File: config.mk
export PLATFORM = sky130hd
export DESIGN_NAME = hang_watch
export DESIGN_NICKNAME = d
export VERILOG_FILES = /design/src/rtl/hang_watch_pkg.sv /design/src/rtl/hw_bb_match.sv /design/src/rtl/hw_mac_match.sv /design/src/rtl/hw_ctrl.sv /design/src/rtl/hang_watch.sv
export SDC_FILE = /design/constraint.sdc
export NUM_CORES = 1
export LEC_CHECK = 0
export ABC_CLOCK_PERIOD_IN_PS = 3000
export BUFFER_PORTS_ARGS = -buffer_cell sky130_fd_sc_hd__buf_2
export CAP_MARGIN = 30
export CORE_MARGIN = 1.5
export CORE_UTILIZATION = 55
export CTS_BUF_LIST = sky130_fd_sc_hd__clkbuf_8
export DETAILED_ROUTE_END_ITERATION = 8
export PLACE_DENSITY = 0.8
export SYNTH_ARGS = -nofsm -noshare
export SYNTH_HDL_FRONTEND = slang
export SYNTH_SLANG_ARGS = --single-unit
export TNS_END_PERCENT = 50
File: constraint.sdc
create_clock -name clk -period 3 [get_ports clk]
set_clock_uncertainty 0.15 [all_clocks]
set_input_delay 0.3 -clock clk [delete_from_list [all_inputs] [get_ports clk]]
set_output_delay 0.3 -clock clk [all_outputs]
set_load 0.01 [all_outputs]
File: src/rtl/hang_watch_pkg.sv
package hang_watch_pkg;

    typedef enum logic [2:0] {
        HC_NONE  = 3'd0,
        HC_DFS   = 3'd1,
        HC_RIFS  = 3'd2,
        HC_RXCLR = 3'd3,
        HC_MAC1  = 3'd4,
        HC_MAC2  = 3'd5
    } hang_code_e;

    typedef enum logic [2:0] {
        ST_IDLE,
        ST_CAPTURE,
        ST_FOLLOW,
        ST_CLASSIFY,
        ST_REPORT
    } hw_state_e;

    localparam int BB_SIGS = 4;

    function automatic logic [31:0] bb_value(input int idx);
        case (idx)
            0:       return 32'h1E00_0000;
            1:       return 32'h5200_0B00;
            2:       return 32'h1800_0B00;
            default: return 32'h0070_2400;
        endcase
    endfunction

    function automatic logic [31:0] bb_mask(input int idx);
        case (idx)
            0, 1, 2: return 32'h7E00_0B00;
            default: return 32'h7E7F_FFEF;
        endcase
    endfunction

    function automatic hang_code_e bb_code(input int idx);
        case (idx)
            0:       return HC_DFS;
            1:       return HC_RIFS;
            default: return HC_RXCLR;
        endcase
    endfunction

endpackage

File: src/rtl/hw_bb_match.sv
module hw_bb_match
    import hang_watch_pkg::*;
(
    input  logic [31:0] obs_i,
    output hang_code_e  code_o
);
    logic [BB_SIGS-1:0] hit;

    for (genvar i = 0; i < BB_SIGS; i++) begin : g_sig
        assign hit[i] = ((obs_i & bb_mask(i)) == bb_value(i));
    end

    // lowest index has priority: scan from the back so it overwrites
    always_comb begin
        code_o = HC_NONE;
        for (int i = BB_SIGS - 1; i >= 0; i--) begin
            if (hit[i]) code_o = bb_code(i);
        end
    end
endmodule

File: src/rtl/hw_mac_match.sv
module hw_mac_match
    import hang_watch_pkg::*;
#(
    parameter int FLD_W       = 5,
    parameter int W4_FIELDS   = 6,
    parameter int W5_FIELDS   = 4,
    parameter int CHAIN_TGT   = 6,
    parameter int CMPL_TGT    = 1,
    parameter int STITCH_TGT  = 9,
    parameter int FETCH_TGT   = 8,
    parameter int QDONE_TGT   = 4
) (
    input  logic [31:0] dbg3_i,
    input  logic [31:0] dbg4_i,
    input  logic [31:0] dbg5_i,
    input  logic [31:0] dbg6_i,
    output hang_code_e  code_o
);
    localparam int N_FIELDS = W4_FIELDS + W5_FIELDS;

    logic [N_FIELDS-1:0] fld_hit;

    for (genvar k = 0; k < W4_FIELDS; k++) begin : g_w4
        assign fld_hit[k] = (dbg4_i[k*FLD_W +: FLD_W] == FLD_W'(CHAIN_TGT));
    end
    for (genvar k = 0; k < W5_FIELDS; k++) begin : g_w5
        assign fld_hit[W4_FIELDS+k] = (dbg5_i[k*FLD_W +: FLD_W] == FLD_W'(CHAIN_TGT));
    end

    logic chain_ok, cmpl_ok, stitch_ok, fetch_ok, qdone_ok;
    logic sig1, sig2;

    assign chain_ok  = |fld_hit;
    assign cmpl_ok   = (dbg6_i[1:0]   == 2'(CMPL_TGT));
    assign stitch_ok = (dbg3_i[21:18] == 4'(STITCH_TGT));
    assign fetch_ok  = (dbg3_i[25:22] == 4'(FETCH_TGT));
    assign qdone_ok  = (dbg3_i[28:26] == 3'(QDONE_TGT));
    assign sig1      = chain_ok & cmpl_ok;
    assign sig2      = stitch_ok & fetch_ok & qdone_ok;

    always_comb begin
        if (sig1)      code_o = HC_MAC1;
        else if (sig2) code_o = HC_MAC2;
        else           code_o = HC_NONE;
    end
endmodule

File: src/rtl/hw_ctrl.sv
module hw_ctrl
    import hang_watch_pkg::*;
#(
    parameter int REREADS = 50,
    localparam int CNT_W  = (REREADS > 1) ? $clog2(REREADS) : 1
) (
    input  logic             clk,
    input  logic             rst_n,
    input  logic             start_i,
    input  logic             vld_i,
    input  logic             same_i,
    input  hang_code_e       class_i,
    output logic             cap_o,
    output logic             done_o,
    output hang_code_e       code_o,
    output logic [CNT_W-1:0] cnt_o
);
    localparam logic [CNT_W-1:0] LAST = CNT_W'(REREADS - 1);

    hw_state_e  st_q, st_d;
    logic [CNT_W-1:0] cnt_q, cnt_d;
    hang_code_e code_q, code_d;

    always_comb begin
        st_d   = st_q;
        cnt_d  = cnt_q;
        code_d = code_q;
        if (start_i) begin
            st_d = ST_CAPTURE;
        end else begin
            unique case (st_q)
                ST_IDLE: ;
                ST_CAPTURE: begin
                    if (vld_i) begin
                        st_d  = ST_FOLLOW;
                        cnt_d = '0;
                    end
                end
                ST_FOLLOW: begin
                    if (vld_i) begin
                        if (!same_i) begin
                            st_d   = ST_REPORT;
                            code_d = HC_NONE;
                        end else if (cnt_q == LAST) begin
                            st_d = ST_CLASSIFY;
                        end else begin
                            cnt_d = cnt_q + 1'b1;
                        end
                    end
                end
                ST_CLASSIFY: begin
                    st_d   = ST_REPORT;
                    code_d = class_i;
                end
                ST_REPORT: st_d = ST_IDLE;
                default:   st_d = ST_IDLE;
            endcase
        end
    end

    always_ff @(posedge clk or negedge rst_n) begin
        if (!rst_n) begin
            st_q   <= ST_IDLE;
            cnt_q  <= '0;
            code_q <= HC_NONE;
        end else begin
            st_q   <= st_d;
            cnt_q  <= cnt_d;
            code_q <= code_d;
        end
    end

    always_comb begin
        cap_o  = (st_q == ST_CAPTURE) && vld_i && !start_i;
        done_o = (st_q == ST_REPORT);
        code_o = code_q;
        cnt_o  = cnt_q;
    end
endmodule

File: src/rtl/hang_watch.sv
module hang_watch
    import hang_watch_pkg::*;
#(
    parameter int REREADS = 50,
    localparam int CNT_W  = (REREADS > 1) ? $clog2(REREADS) : 1
) (
    input  logic        clk,
    input  logic        rst_n,
    input  logic        start_i,
    input  logic        bb_en_i,
    input  logic        mac_en_i,
    input  logic        smp_vld_i,
    input  logic [31:0] obs_i,
    input  logic [31:0] dbg3_i,
    input  logic [31:0] dbg4_i,
    input  logic [31:0] dbg5_i,
    input  logic [31:0] dbg6_i,
    output logic        done_o,
    output logic [2:0]  code_o
);
    logic [31:0] s_obs, s_d3, s_d4, s_d5, s_d6;
    logic        cap, same;
    logic [CNT_W-1:0] cnt_w;
    hang_code_e  bb_c, mac_c, class_c, code_c;

    always_ff @(posedge clk or negedge rst_n) begin
        if (!rst_n) begin
            s_obs <= '0;
            s_d3  <= '0;
            s_d4  <= '0;
            s_d5  <= '0;
            s_d6  <= '0;
        end else if (cap) begin
            s_obs <= obs_i;
            s_d3  <= dbg3_i;
            s_d4  <= dbg4_i;
            s_d5  <= dbg5_i;
            s_d6  <= dbg6_i;
        end
    end

    assign same = (!bb_en_i  || (obs_i == s_obs)) &&
                  (!mac_en_i || ((dbg3_i == s_d3) && (dbg4_i == s_d4) &&
                                 (dbg5_i == s_d5) && (dbg6_i == s_d6)));

    hw_bb_match u_bb (
        .obs_i  (s_obs),
        .code_o (bb_c)
    );

    hw_mac_match u_mac (
        .dbg3_i (s_d3),
        .dbg4_i (s_d4),
        .dbg5_i (s_d5),
        .dbg6_i (s_d6),
        .code_o (mac_c)
    );

    always_comb begin
        class_c = bb_en_i ? bb_c : HC_NONE;
        if (class_c == HC_NONE && mac_en_i) class_c = mac_c;
    end

    hw_ctrl #(.REREADS(REREADS)) u_ctrl (
        .clk     (clk),
        .rst_n   (rst_n),
        .start_i (start_i),
        .vld_i   (smp_vld_i),
        .same_i  (same),
        .class_i (class_c),
        .cap_o   (cap),
        .done_o  (done_o),
        .code_o  (code_c),
        .cnt_o   (cnt_w)
    );

    assign code_o = code_c;
endmodule

==> flow_summary.toml <==
[sta]
tns_ns = 0
slew_violations = 0
hold_slack_ns = 0.104
rsz0062_at_grt = "false"
finalCriticalPeriod_ns = 2.78
finalSetupViolations = 0
slew_headroom_pct = 43.7
finalHoldViolations = 0
timing.final.crit_share_pct = 92.7
tightest_slew_ns = 0.845
fmax_ghz = 0.359

[route]
ant_nets = 0
drc = 0
viasPerCell = 5.32
top_layer = "met4"
drt_iter0_drc = 726
wl_met3_um = 1610
wire_per_inst_um = 17.1
wl_met2_um = 13100
drt-met1-wl_um = 10800
firstDrtPassIters = 5
routed_wirelength_um = 26700
vias = 8279

[synth]
synth_warnings = 0
ys_ff_latch = 172
ys_async_sr_fraction_pct = 100
yosysTopAreaCellShare_pct = 49.5
syn_inst = 1010
synth_nets = 1178
yosysTopAreaCell = "dfrtp_1"
synth.distinct_cells = 45
synth_ff_type = "dfrtp_1"
ys_seq_area_share_pct = 49.5
synth_edf_count = 0
syn_area_um2 = 8700
synth_area_per_cell_um2 = 8.62
synth.area.top_cells = "dfrtp_1, nand2_1, xor2_1"

[final_layout]
area_growth_pct = 36.4
mostFrequentLayoutCell = "nand2_1"
drive_gt1_share_pct = 15.6
fin_nets = 1499
design_area_um2 = 11900
final_cell_mix = "nand2_1, dfrtp_1, buf_2, dlygate4sd3_1, xor2_1"

[placement]
finalWeightedCongestion = 0.835
dp_hpwl_um = 15400
portBuffers = 169
placed_area_um2 = 9780

[clocking]
clock_latency_ns = 0.47
clkTransAtPathRegs_ns = 0.10
cts_tree = "built"
cts_buffers = 17
cts.sinks = 172
ctsRootBufferMaster = "clkbuf_8"
hold_buffers = 164
h-tree-depth = 4
cts.path.max_buffers = 2
post_cts_buffers = 0
cts_resized = 0

[status]
status = "completed"

[global_route]
grt_max_degree = 163
antenna_found_initial = 1
grt_pass1_wl_um = 41700
grt_pass1_vias = 8446
grt-ovfl-total = 0
grt_usage_pct = 32.9

[critical_path]
endpoint_kind = "register"
crit_type = "primary input to register"
worstPathRequired_ns = 3.23
reg2reg_from = "s_d4[1]"
crit_fanout = 4
crit_start = "dbg5_i[31]"
worstRegToRegCells = 8
start_kind = "primary input"
rrSetupSlack_ns = 0.27
endpoint = "u_ctrl.cnt_o[3]"
crit_arrival_ns = 3.01
r2r_end = "u_ctrl.cnt_o[3]"

[die]
start_util_pct = 56.8
fp.dieArea_um2 = 16600
fp-row-count = 45
io_pins = 170
fp.dieW_um = 129
fp.dieH_um = 129
core_um2 = 15300

[power]
p_per_area_nw_per_um2 = 567
peakVddDrop_uv = 512
leakage_uw = 0.00617

[min_path]
hold_path_class = "primary input to register"
holdPathStages = 4

[flow_run]
maxCapViolCount = 0
-- metrics by stage --
step                util (%)  power [uW]  cells  setup slack (ns)
floorplan                  -        4110   1010             0.944
global placement        63.9        4590   1359             0.346
detailed placement      63.9        4670   1359             0.378
CTS                     77.5        6650   1555             0.315
global route            77.5        7070   1556             0.168
finish                  77.5        6730   1557             0.218
-- cells by family (layout without fill, tap and decap cells) --
family / Yosys count / in the layout / synth area share, %
xor+xnor: 161 / 161 / 16.2
other cells: 0 / 2 / 0
buf+inv: 43 / 377 / 1.87
mux: 2 / 2 / 0.230
flops: 172 / 172 / 49.5
simple gates: 602 / 602 / 29.8
fa+ha+maj: 2 / 2 / 0.288
compound gates: 28 / 28 / 2.19
-- layer usage --
layer / vias up / global-route usage [%]
met3: 107 / 7.40
met1: 3940 / 40.1
met2: 353 / 54.6
li1: 3879 / -
met5: - / 0
met4: 0 / 17.8
-- report_power, final --
| part | switching [uW] | internal [uW] | total, uW |
|---|---|---|---|
| sequential | 472 | 2810 | 3280 |
| combinational | 869 | 755 | 1620 |
| clock | 895 | 932 | 1830 |
| total | 2240 | 4490 | 6730 |
-- cell type report --
type,count,area (um2)
Tap cell,211,264
Clock buffer,18,248
Clock inverter,14,195
Antenna cell,2,5.00
Fill cell,959,3440
Multi-Input combinational cell,795,4240
Timing Repair Buffer,338,2590
Sequential cell,172,4300
Inverter,7,28.8
-- worst max-delay path: stages --
cell           delay (ns)
dlygate4sd3_1        0.55
buf_2                0.15
xor2_1               0.14
nor4_1               0.47
nand4_1              0.26
nor4_1               0.33
a21boi_1             0.19
nor3b_2              0.35
a21oi_1              0.13
a21oi_1              0.15
-- worst min-delay path by stage --
stage	from	end
2_1_floorplan	rst_n	s_d3[0]
3_3_place_gp	rst_n	s_d3[31]
3_5_place_dp	rst_n	s_d3[31]
4_1_cts	bb_en_i	u_ctrl.code_o[2]
5_1_grt	bb_en_i	u_ctrl.code_o[2]
6_report	bb_en_i	u_ctrl.code_o[2]
-- registers in the layout, summed over array words and instances, names as in the netlist --
| name | cells |
|---|---|
| s_d3 | 32 |
| s_d4 | 32 |
| s_d5 | 32 |
| s_d6 | 32 |
| s_obs | 32 |
| u_ctrl.cnt_o | 6 |
| u_ctrl.code_o | 3 |
| u_ctrl.st_q | 3 |
-- synthesized netlist by cell type (2+ instances only) --
library cell and instances:
nand2_1 488, dfrtp_1 172, xor2_1 160, nor4_1 48, clkbuf_1 28, nand4_1 13
nor2_1 10, or4bb_1 8, buf_1 7, inv_1 6, o21ai_1 6, nand3b_1 5
a21oi_1 4, nand3_1 4, nor3_1 4, nor3b_1 4, o211ai_1 3, o21a_1 3
o31ai_1 3, ha_1 2, mux2i_1 2, nand2b_1 2, nand4b_1 2, nor2b_1 2
nor4b_1 2, o22ai_1 2, or3_1 2
Power figures use the tool's default switching activity.
